**src/rtl/lti_pkg.sv**
```systemverilog
// Shared definitions for the light threshold interrupt controller.
// Assumes the control byte holds the mode in [1:0] and persistence in [7:4].
package lti_pkg;
    typedef enum logic [1:0] {
        IRQ_OFF   = 2'd0,
        IRQ_LEVEL = 2'd1,
        IRQ_ALERT = 2'd2,
        IRQ_TEST  = 2'd3
    } irq_mode_e;

    localparam int MODE_LSB    = 0;
    localparam int PERSIST_LSB = 4;
    localparam int PERSIST_W   = 4;
endpackage

```
**src/rtl/lti_regs.sv**
```systemverilog
// Limit and control register file.
// Holds the two DATA_W-wide window limits, each written one byte at a time
// from THR_BASE upward (low limit bytes first), and the control byte at the
// address just above them. Assumes DATA_W is a multiple of 8.
module lti_regs #(
    parameter int DATA_W   = 16,
    parameter int ADDR_W   = 4,
    parameter int THR_BASE = 2
) (
    input  logic              clk,
    input  logic              rst_n,
    input  logic              wr_en,
    input  logic [ADDR_W-1:0] wr_addr,
    input  logic [7:0]        wr_data,
    output logic [DATA_W-1:0] thr_lo,
    output logic [DATA_W-1:0] thr_hi,
    output logic [7:0]        ctrl_q,
    output logic              ctrl_wr
);
    localparam int NBYTES    = DATA_W / 8;
    localparam int NSLOTS    = 2 * NBYTES;
    localparam int CTRL_ADDR = THR_BASE + NSLOTS;

    logic [NSLOTS-1:0]   byte_hit;
    logic [2*DATA_W-1:0] thr_flat;

    // One decode per limit byte slot.
    for (genvar i = 0; i < NSLOTS; i++) begin : g_hit
        assign byte_hit[i] = wr_en && (wr_addr == ADDR_W'(THR_BASE + i));
    end

    assign ctrl_wr = wr_en && (wr_addr == ADDR_W'(CTRL_ADDR));
    assign thr_lo  = thr_flat[DATA_W-1:0];
    assign thr_hi  = thr_flat[2*DATA_W-1:DATA_W];

    // Limit byte storage, cleared on reset.
    always_ff @(posedge clk) begin
        if (!rst_n) begin
            thr_flat <= '0;
        end else begin
            for (int i = 0; i < NSLOTS; i++) begin
                if (byte_hit[i]) thr_flat[i*8 +: 8] <= wr_data;
            end
        end
    end

    // Control byte storage, cleared on reset.
    always_ff @(posedge clk) begin
        if (!rst_n)       ctrl_q <= '0;
        else if (ctrl_wr) ctrl_q <= wr_data;
    end

    // the control byte changes only on a write to its own address.
    p_ctrl_hold_r2: assert property (@(posedge clk) disable iff (!rst_n)
        !ctrl_wr |=> $stable(ctrl_q));

    // limits hold when no limit slot is addressed.
    p_thr_hold_r2: assert property (@(posedge clk) disable iff (!rst_n)
        (byte_hit == '0) |=> $stable(thr_flat));
endmodule

```
**src/rtl/lti_persist.sv**
```systemverilog
// Window comparison and persistence filter.
// Counts consecutive out-of-window samples and raises fire for one cycle
// when the run reaches the persistence value; persistence 0 fires on every
// sample. A control write clears the run and the sample in that cycle is
// dropped. Assumes the mode and persistence inputs come from registers.
module lti_persist
    import lti_pkg::*;
#(
    parameter int DATA_W = 16
) (
    input  logic                 clk,
    input  logic                 rst_n,
    input  logic                 smp_valid,
    input  logic [DATA_W-1:0]    smp_data,
    input  logic [DATA_W-1:0]    thr_lo,
    input  logic [DATA_W-1:0]    thr_hi,
    input  irq_mode_e            mode,
    input  logic [PERSIST_W-1:0] persist,
    input  logic                 ctrl_wr,
    output logic                 fire
);
    logic [PERSIST_W-1:0] run_q, run_d;
    logic [PERSIST_W:0]   run_inc;
    logic                 outside;

    assign outside = (smp_data < thr_lo) || (smp_data > thr_hi);
    assign run_inc = {1'b0, run_q} + 1'b1;

    // Next run length and firing decision.
    always_comb begin
        run_d = run_q;
        fire  = 1'b0;
        if (ctrl_wr) begin
            run_d = '0;
        end else if (smp_valid && (mode != IRQ_OFF)) begin
            if (persist == '0) begin
                fire = 1'b1;
            end else if (outside) begin
                if (run_inc >= {1'b0, persist}) begin
                    fire  = 1'b1;
                    run_d = '0;
                end else begin
                    run_d = run_inc[PERSIST_W-1:0];
                end
            end else begin
                run_d = '0;
            end
        end
    end

    // Run length register.
    always_ff @(posedge clk) begin
        if (!rst_n) run_q <= '0;
        else        run_q <= run_d;
    end

    // the run never reaches the persistence value without firing.
    p_run_below_limit_r5: assert property (@(posedge clk) disable iff (!rst_n)
        (persist != '0) |-> (run_q < persist));

    // a sample on either limit of a valid window ends the run.
    p_edge_in_window_r3: assert property (@(posedge clk) disable iff (!rst_n)
        (smp_valid && !ctrl_wr && (mode != IRQ_OFF) && (persist != '0)
         && (thr_lo <= thr_hi) && ((smp_data == thr_lo) || (smp_data == thr_hi)))
        |=> (run_q == '0));

    // a control write leaves the run at zero.
    p_ctrl_clears_run_r10: assert property (@(posedge clk) disable iff (!rst_n)
        ctrl_wr |=> (run_q == '0));
endmodule

```
**src/rtl/lux_thresh_irq.sv**
```systemverilog
// Light sensor threshold interrupt controller, top level.
// Combines the register file and the persistence filter with the pending
// flag, the clear command decode and the output shaping per mode.
// Assumes all inputs are synchronous to clk.
module lux_thresh_irq
    import lti_pkg::*;
#(
    parameter int DATA_W = 16,
    parameter int ADDR_W = 4
) (
    input  logic              clk,
    input  logic              rst_n,
    input  logic              wr_en,
    input  logic [ADDR_W-1:0] wr_addr,
    input  logic [7:0]        wr_data,
    input  logic              cmd_valid,
    input  logic [7:0]        cmd_byte,
    input  logic              smp_valid,
    input  logic [DATA_W-1:0] smp_data,
    output logic              irq_level,
    output logic              alert_pulse
);
    localparam int CMD_SEL_BIT = 7;
    localparam int CMD_CLR_BIT = 6;

    logic [DATA_W-1:0]    thr_lo, thr_hi;
    logic [7:0]           ctrl_q;
    logic                 ctrl_wr;
    logic                 fire;
    irq_mode_e            mode, mode_next;
    logic [PERSIST_W-1:0] persist;
    logic                 test_set, set_req, clr_req;
    logic                 pending_q;
    logic                 alert_q;

    lti_regs #(.DATA_W(DATA_W), .ADDR_W(ADDR_W)) regs_i (
        .clk     (clk),
        .rst_n   (rst_n),
        .wr_en   (wr_en),
        .wr_addr (wr_addr),
        .wr_data (wr_data),
        .thr_lo  (thr_lo),
        .thr_hi  (thr_hi),
        .ctrl_q  (ctrl_q),
        .ctrl_wr (ctrl_wr)
    );

    assign mode      = irq_mode_e'(ctrl_q[MODE_LSB +: 2]);
    assign persist   = ctrl_q[PERSIST_LSB +: PERSIST_W];
    assign mode_next = ctrl_wr ? irq_mode_e'(wr_data[MODE_LSB +: 2]) : mode;

    lti_persist #(.DATA_W(DATA_W)) filt_i (
        .clk       (clk),
        .rst_n     (rst_n),
        .smp_valid (smp_valid),
        .smp_data  (smp_data),
        .thr_lo    (thr_lo),
        .thr_hi    (thr_hi),
        .mode      (mode),
        .persist   (persist),
        .ctrl_wr   (ctrl_wr),
        .fire      (fire)
    );

    assign test_set = ctrl_wr && (irq_mode_e'(wr_data[MODE_LSB +: 2]) == IRQ_TEST);
    assign set_req  = fire || test_set;
    assign clr_req  = cmd_valid && cmd_byte[CMD_SEL_BIT] && cmd_byte[CMD_CLR_BIT];

    // Pending flag: a trigger takes priority over a clear.
    always_ff @(posedge clk) begin
        if (!rst_n)       pending_q <= 1'b0;
        else if (set_req) pending_q <= 1'b1;
        else if (clr_req) pending_q <= 1'b0;
    end

    // Alert request: one cycle on a new pending event in alert mode.
    always_ff @(posedge clk) begin
        if (!rst_n) alert_q <= 1'b0;
        else        alert_q <= set_req && !pending_q && (mode_next == IRQ_ALERT);
    end

    assign irq_level   = pending_q && ((mode == IRQ_LEVEL) || (mode == IRQ_TEST));
    assign alert_pulse = alert_q;

    // persistence zero turns every enabled sample into a pending interrupt.
    p_every_sample_r4: assert property (@(posedge clk) disable iff (!rst_n)
        (smp_valid && !ctrl_wr && (mode != IRQ_OFF) && (persist == '0)) |=> pending_q);

    // a clear with no trigger drops the pending flag.
    p_clear_drops_r7: assert property (@(posedge clk) disable iff (!rst_n)
        (clr_req && !set_req) |=> !pending_q);

    // without a clear command, a pending interrupt stays pending.
    p_latched_r6: assert property (@(posedge clk) disable iff (!rst_n)
        (pending_q && !clr_req) |=> pending_q);

    // the alert request lasts one cycle and coincides with a new pending flag.
    p_alert_single_r8: assert property (@(posedge clk) disable iff (!rst_n)
        alert_pulse |=> !alert_pulse);
    p_alert_new_r8: assert property (@(posedge clk) disable iff (!rst_n)
        alert_pulse |-> (pending_q && $rose(pending_q)));

    // a test-mode control write sets the pending flag at once.
    p_test_sets_r9: assert property (@(posedge clk) disable iff (!rst_n)
        test_set |=> irq_level);

    // trigger and clear together leave the interrupt pending.
    p_trigger_wins_r11: assert property (@(posedge clk) disable iff (!rst_n)
        (set_req && clr_req) |=> pending_q);

    // with the mode off, the filter never fires.
    p_off_quiet_r12: assert property (@(posedge clk) disable iff (!rst_n)
        (mode == IRQ_OFF && !ctrl_wr) |-> !fire);
endmodule

```
**config.mk**
```make
export PLATFORM = sky130hd
export DESIGN_NAME = lux_thresh_irq
export DESIGN_NICKNAME = d
export VERILOG_FILES = /design/src/rtl/lti_pkg.sv /design/src/rtl/lti_regs.sv /design/src/rtl/lti_persist.sv /design/src/rtl/lux_thresh_irq.sv
export SDC_FILE = /design/constraint.sdc
export NUM_CORES = 1
export LEC_CHECK = 0
export ABC_CLOCK_PERIOD_IN_PS = 2500
export BUFFER_PORTS_ARGS = -buffer_cell sky130_fd_sc_hd__buf_2
export CAP_MARGIN = 20
export CORE_MARGIN = 3
export CORE_UTILIZATION = 35
export CTS_CLUSTER_SIZE = 28
export DETAILED_ROUTE_END_ITERATION = 10
export PLACE_DENSITY_LB_ADDON = 0.15
export SKIP_CTS_REPAIR_TIMING = 1
export SLEW_MARGIN = 20
export SYNTH_ARGS = -nofsm -noshare
export SYNTH_HDL_FRONTEND = slang
export SYNTH_SLANG_ARGS = --single-unit
export TNS_END_PERCENT = 10
```
**constraint.sdc**
```tcl
create_clock -name clk -period 2.5 [get_ports clk]
set_input_delay 0.375 -clock clk [delete_from_list [all_inputs] [get_ports clk]]
set_output_delay 0.375 -clock clk [all_outputs]
set_load 0.005 [all_outputs]
```
== Yosys cells after proc, flatten, opt, wreduce, memory -nomap -nowiden ==
Cells that the tools add are included.
Storage, ports and cells
  register bits after elaboration: 46
  latch bits: 0
  bits in writable memories: 0
  ROM bits: 0
  bits of input ports: 41
  memories: 0
Operators by class
  $add $sub $neg: 1
  multipliers: 0
  div/mod/pow operators: 0
  order comparisons: 3
  equal/unequal tests: 9
  shift operators: 0
  mux-type cells: 10
  bitwise gates (word level): 2
  reductions and logical operators: 21
Operator list (number)
  $gt A16 B16 Y1: 1
  $lt A16 B16 Y1: 1
  $eq A4 B3 Y1 const B: 3
  $logic_and A1 B1 Y1: 12
  $eq A4 B2 Y1 const B: 2
  $mux W4: 2
  $mux W1: 7
  $eq A2 B2 Y1 const B: 3
  $add A4 B1 Y5 const B: 1
  $ge A5 B4 Y1: 1
  $logic_not A4 Y1: 1
  $reduce_bool A2 Y1: 2
  $logic_or A1 B1 Y1: 3
  $eq A2 B1 Y1 const B: 1
  $mux W2: 1
  $not A1 Y1: 2
  $reduce_and A2 Y1: 1
  $reduce_or A2 Y1: 1
  $logic_not A1 Y1: 1

== Depth between registers and ports, before layout ==
  word-level depth: 10
  mapped depth: 8
  mapped depth without buffers: 8

== Cells and area by module ==
From an unflattened synthesis, not the netlist that was laid out.
Unflattened totals
  cells, all modules: 302
  area, all modules: 2740.1 um2
By module, submodules not included
  lti_regs: instances 1, cells an instance 144, area each 1516.5 um2, seq. area each 800.8 um2
  lti_persist: instances 1, cells an instance 147, area each 1119.8 um2, seq. area each 80.1 um2
  lux_thresh_irq: instances 1, cells an instance 11, area each 103.8 um2, seq. area each 40.0 um2

== Worst setup path after synthesis ==
No wires, ideal clock.
  path kind: input to register
  start point: input smp_data[1]
  end point: register filt_i.run_q[0]
  arrival: 1858 ps
  path slack: 521 ps
  cell stages on the path: 7
  buffers on the path: 0
  cell sequence: ha_1 nor2b_1 o21ai_0 a21boi_2 o41a_1 o21a_2 mux2_2
On the way
  word-level cells in the longest chain between the ends: 3
  elaborated cells on any way between the ends: 4
  those cells by class: order compare: 2; mux: 1; reduce/logical: 1
Ends and longest elaborated chain
  start, declared: line lux_thresh_irq.sv:19  | input logic [DATA_W-1:0] smp_data,
  $lt A16 B16 Y1 or $gt A16 B16 Y1 (tied branches): line lti_persist.sv:26  | assign outside = (smp_data < thr_lo) || (smp_data > thr_hi);
  $logic_or A1 B1 Y1 (*): line lti_persist.sv:26
  $mux W4 (*): line lti_persist.sv:38  | end else if (outside) begin
  end signal, assigned: line lti_persist.sv:54  | else run_q <= run_d;
  end, declared: line lti_persist.sv:22  | logic [PERSIST_W-1:0] run_q, run_d;
Every way passes the cells marked *; elsewhere a longest branch is shown, timed or not.
A chain may end at the register's enable or synchronous reset.

== Worst setup path after layout ==
  start point: register regs_i.thr_flat[25]
  end point: register filt_i.run_q[0]
On the way
  word-level cells in the longest chain between the ends: 3
Ends and longest elaborated chain
  start, declared: line lti_regs.sv:25  | logic [2*DATA_W-1:0] thr_flat;
  start signal, assigned by index: line lti_regs.sv:42  | if (byte_hit[i]) thr_flat[i*8 +: 8] <= wr_data;
  $gt A16 B16 Y1: line lti_persist.sv:26
  $logic_or A1 B1 Y1: line lti_persist.sv:26
  $mux W4: line lti_persist.sv:38
Every way passes these cells.

==> summary by stage <==
Run status
The run finished with clean final reports.

GRT
Global routing finished with a remaining overflow of 0. The largest net degree at the start of global routing is 37. In the global route stage, met1 resource usage came out at 0.199. The highest-utilization routing layer at the global route stage is met2. The initial antenna violation count is 0. The met3 usage in global routing is 0.0233. Across every metal layer, demand over resource in global routing totals 0.145. The number of global-route vias before repair is 2029. The wire length of the first global-routing pass is 9830 um.

The global-route track usage on met2 is 0.229.

Synthesis
The prevailing post-synth register cell is sky130_fd_sc_hd__dfxtp_1. The async set-or-reset flop fraction in the synthesized netlist is 0. The portion of the post-synthesis area used by sequential elements is 0.330.

Synthesis produced a netlist with a net count of 371. By area the synthesized netlist is led by sky130_fd_sc_hd__dfxtp_1 (33%), sky130_fd_sc_hd__ha_1 (17%), sky130_fd_sc_hd__mux2i_1 (11%). Of the post-synthesis cell area, the dominant cell type holds 0.330.

By count the netlist is led by sky130_fd_sc_hd__dfxtp_1 (44), sky130_fd_sc_hd__ha_1 (36), sky130_fd_sc_hd__inv_1 (34). Each instance of the synthesized netlist takes up on average 9.09 um^2. The total number of yosys warnings is 0.

The flip-flop and latch count after synthesis is 44. The area of the mapped netlist is 2670 um^2. The synthesized instance count is between 200 and 300. The synthesized design spends more area on one cell type than any other, namely sky130_fd_sc_hd__dfxtp_1. The number of distinct library cell variants in the gate-level netlist after synthesis is 44. The number of flops mapped to enable cells by yosys is 0.

The most frequent cell after synthesis is sky130_fd_sc_hd__dfxtp_1.

Worst setup path
STA classifies the critical path endpoint as a flip-flop. The worst setup path is of the flip-flop to flip-flop kind. The largest stage delay on the critical path is 0.46 ns. The endpoint arrival time on the critical path is about 2.3 ns. For this design, the slowest cell found on the critical path is sky130_fd_sc_hd__o41a_1. The kind of start point of the critical path is a flip-flop. The required time at the worst-slack endpoint is 2.69 ns. In this run the worst path has a maximum fanout of 4. The critical path goes through inv_1 > ha_1 > a21o_1 > nand3_1 > a21oi_1 > o41a_1 > o21a_2 > mux2_2.

Place
Counting tap cells, the placed design contains a total of 425 instances. At the end of routability-driven placement, the weighted congestion stood at 0.768. After legalization and detailed placement, the total HPWL measured around 4700 um. The placed cell area is 2980 um^2. Input and output buffers added on the ports amount to 36.

Drt
The first routing iteration left 69 violations. Wires add up to roughly 6000 um. The total via count in the routed design is slightly above 2000. In the routed design, unresolved DRC markers number 0.

The via-per-instance ratio is 4.75. The first detailed-routing pass ran for 4 iterations. The remaining antenna violation count after routing is 0. The average wire length per cell after detail routing is 13.7 um.

Die
The die is a little over 90 um wide. The number of placed I/O pins is 43. The core region is 7330 um^2. The die covers 8720 um^2. The floorplan has 31 rows. The starting density of the core is 0.365.

The die span in y is approximately 93 um.

Finish
The final standard cell count with taps included and fillers excluded is around 430. In the final layout, the share of cells above drive strength 1 is 0.174. After filler insertion, the fill cell instance count of the layout stands at 732. The count of inserted antenna diode cells is 0. Relative to the synthesized area, the layout overhead comes to 16.2%.

The final core utilization is 0.423. At the end of the flow, the number of nets in the layout was 410. The cell area after layout is about 3100 um^2.

Timing
The max-slew violation count is 0. The count of final hold-check violations is 0. Setup violations remaining at the end of the flow were counted as 0. Setup repair after global routing left no endpoint under its margin.

The worst slew margin relative to its limit is 0.614. The top achievable clock speed is 479 MHz. The fraction of the cycle the final worst path needs is 0.836. The sum of negative setup slack is 0 ns. On the final layout, the worst clock skew is 0.00970 ns.

The shortest clock period the worst path allows after layout is ~2.1 ns. At the pin with the least slew margin, the transition time is 0.578 ns.

Clock tree
The cell sitting at the root of the clock tree is a sky130_fd_sc_hd__clkbuf_8. The maximum level of the CTS H-tree is 2. After clock tree synthesis, the clock-pin slew on the worst setup and hold paths is ~0.080 ns. The TritonCTS clock tree is yes. The maximum clock insertion buffer count is 2. The number of buffers added by the clock tree synthesis step is 5. The clock latency reported for the late side of the worst-skew pair is 0.30 ns. CTS saw 44 sinks.

Worst hold path
The worst min-delay path category is input port to flip-flop.

Pwr
IR analysis of the VDD net gives a maximum drop of 0.198 mV. The leakage power total is 0.00122 uW. The power density over the cells is 479 nW/um^2.

Flow run
The max capacitance violation total is 0.
[placed cells by master, fill, tap and decap left out, types with 2 or more instances in the layout]
master | Yosys | layout
sky130_fd_sc_hd__o21ai_0 | 13 | 13
sky130_fd_sc_hd__nand4_2 | 2 | 2
sky130_fd_sc_hd__clkbuf_8 | 0 | 7
sky130_fd_sc_hd__a31oi_1 | 2 | 2
sky130_fd_sc_hd__inv_1 | 34 | 34
sky130_fd_sc_hd__nand2_1 | 18 | 18
sky130_fd_sc_hd__nor2b_1 | 31 | 31
sky130_fd_sc_hd__mux2i_1 | 30 | 30
sky130_fd_sc_hd__ha_1 | 36 | 36
sky130_fd_sc_hd__and2_1 | 2 | 2
sky130_fd_sc_hd__a21oi_1 | 15 | 15
sky130_fd_sc_hd__buf_2 | 1 | 36
sky130_fd_sc_hd__nor2_1 | 8 | 8
sky130_fd_sc_hd__nand4_1 | 2 | 2
sky130_fd_sc_hd__nand3_1 | 13 | 13
sky130_fd_sc_hd__dfxtp_1 | 44 | 44
sky130_fd_sc_hd__a21boi_0 | 8 | 8
sky130_fd_sc_hd__nand2b_1 | 2 | 2
sky130_fd_sc_hd__a22o_1 | 3 | 3
sky130_fd_sc_hd__buf_4 | 1 | 4
[state kept, by name, indices dropped and copies added (netlist names)]
register / cells
alert_pulse: 1
regs_i.ctrl_q: 6
pending_q: 1
regs_i.thr_flat: 32
filt_i.run_q: 4
[path summary, 6_finish.rpt]
kind	start	endpoint	slack, ns	cells past startpoint
worst max-delay path	regs_i.thr_flat[25]	filt_i.run_q[0]	0.41	8
worst max register to register	regs_i.thr_flat[25]	filt_i.run_q[0]	0.41	8
worst min-delay path	rst_n	pending_q	0.37	3
worst min register to register	regs_i.thr_flat[29]	regs_i.thr_flat[29]	0.46	2
[worst max-delay path: cells and delay by family (launching register included)]
kind | cells | cell delay, ns
flops | 1 | 0.34
compound gates | 4 | 0.97
mux | 1 | 0.26
fa+ha+maj | 1 | 0.29
simple gates | 1 | 0.09
buf+inv | 1 | 0.04
[stage by stage]
stage / hold WS, ns / total power, uW / setup slack [ns]
finish: 0.366 / 1490 / 0.411
global route: 0.376 / 1560 / 0.225
CTS: 0.356 / 1510 / 0.407
detailed placement: 0.456 / 911 / 0.260
global placement: 0.452 / 908 / 0.262
floorplan: 0.443 / 832 / 0.521
[area by class of cell]
type | count | area, um^2 | share of cell area
Sequential cell | 44 | 881 | 0.284
Tap cell | 99 | 124 | 0.0399
Multi-Input combinational cell | 208 | 1640 | 0.527
Inverter | 34 | 128 | 0.0411
Timing Repair Buffer | 40 | 210 | 0.0677
Clock inverter | 1 | 30.0 | 0.00967
Clock buffer | 7 | 96.3 | 0.0310
[kinds of logic (layout without fill, tap and decap cells)]
logic type / count (synthesis) / after routing / share of synthesized area
compound gates: 49 / 49 / 0.116
flops: 44 / 44 / 0.330
fa+ha+maj: 36 / 36 / 0.169
xor+xnor: 2 / 2 / 0.00656
buf+inv: 42 / 82 / 0.0609
mux: 31 / 31 / 0.117
simple gates: 90 / 90 / 0.202
[report_power, final]
| group | switching, uW | internal, uW | leakage, uW |
|---|---|---|---|
| Combinational | 100 | 80.3 | 0.000796 |
| Clock | 240 | 353 | 0.0000645 |
| Sequential | 4.15 | 708 | 0.000355 |
[layer usage]
layer | up-vias | part of all wire
met5 | - | 0
met3 | 5 | 0.029
met4 | 0 | 0.011
met2 | 24 | 0.45
met1 | 935 | 0.51
li1 | 1094 | -
No activity file was read; power rests on OpenSTA's default activity.
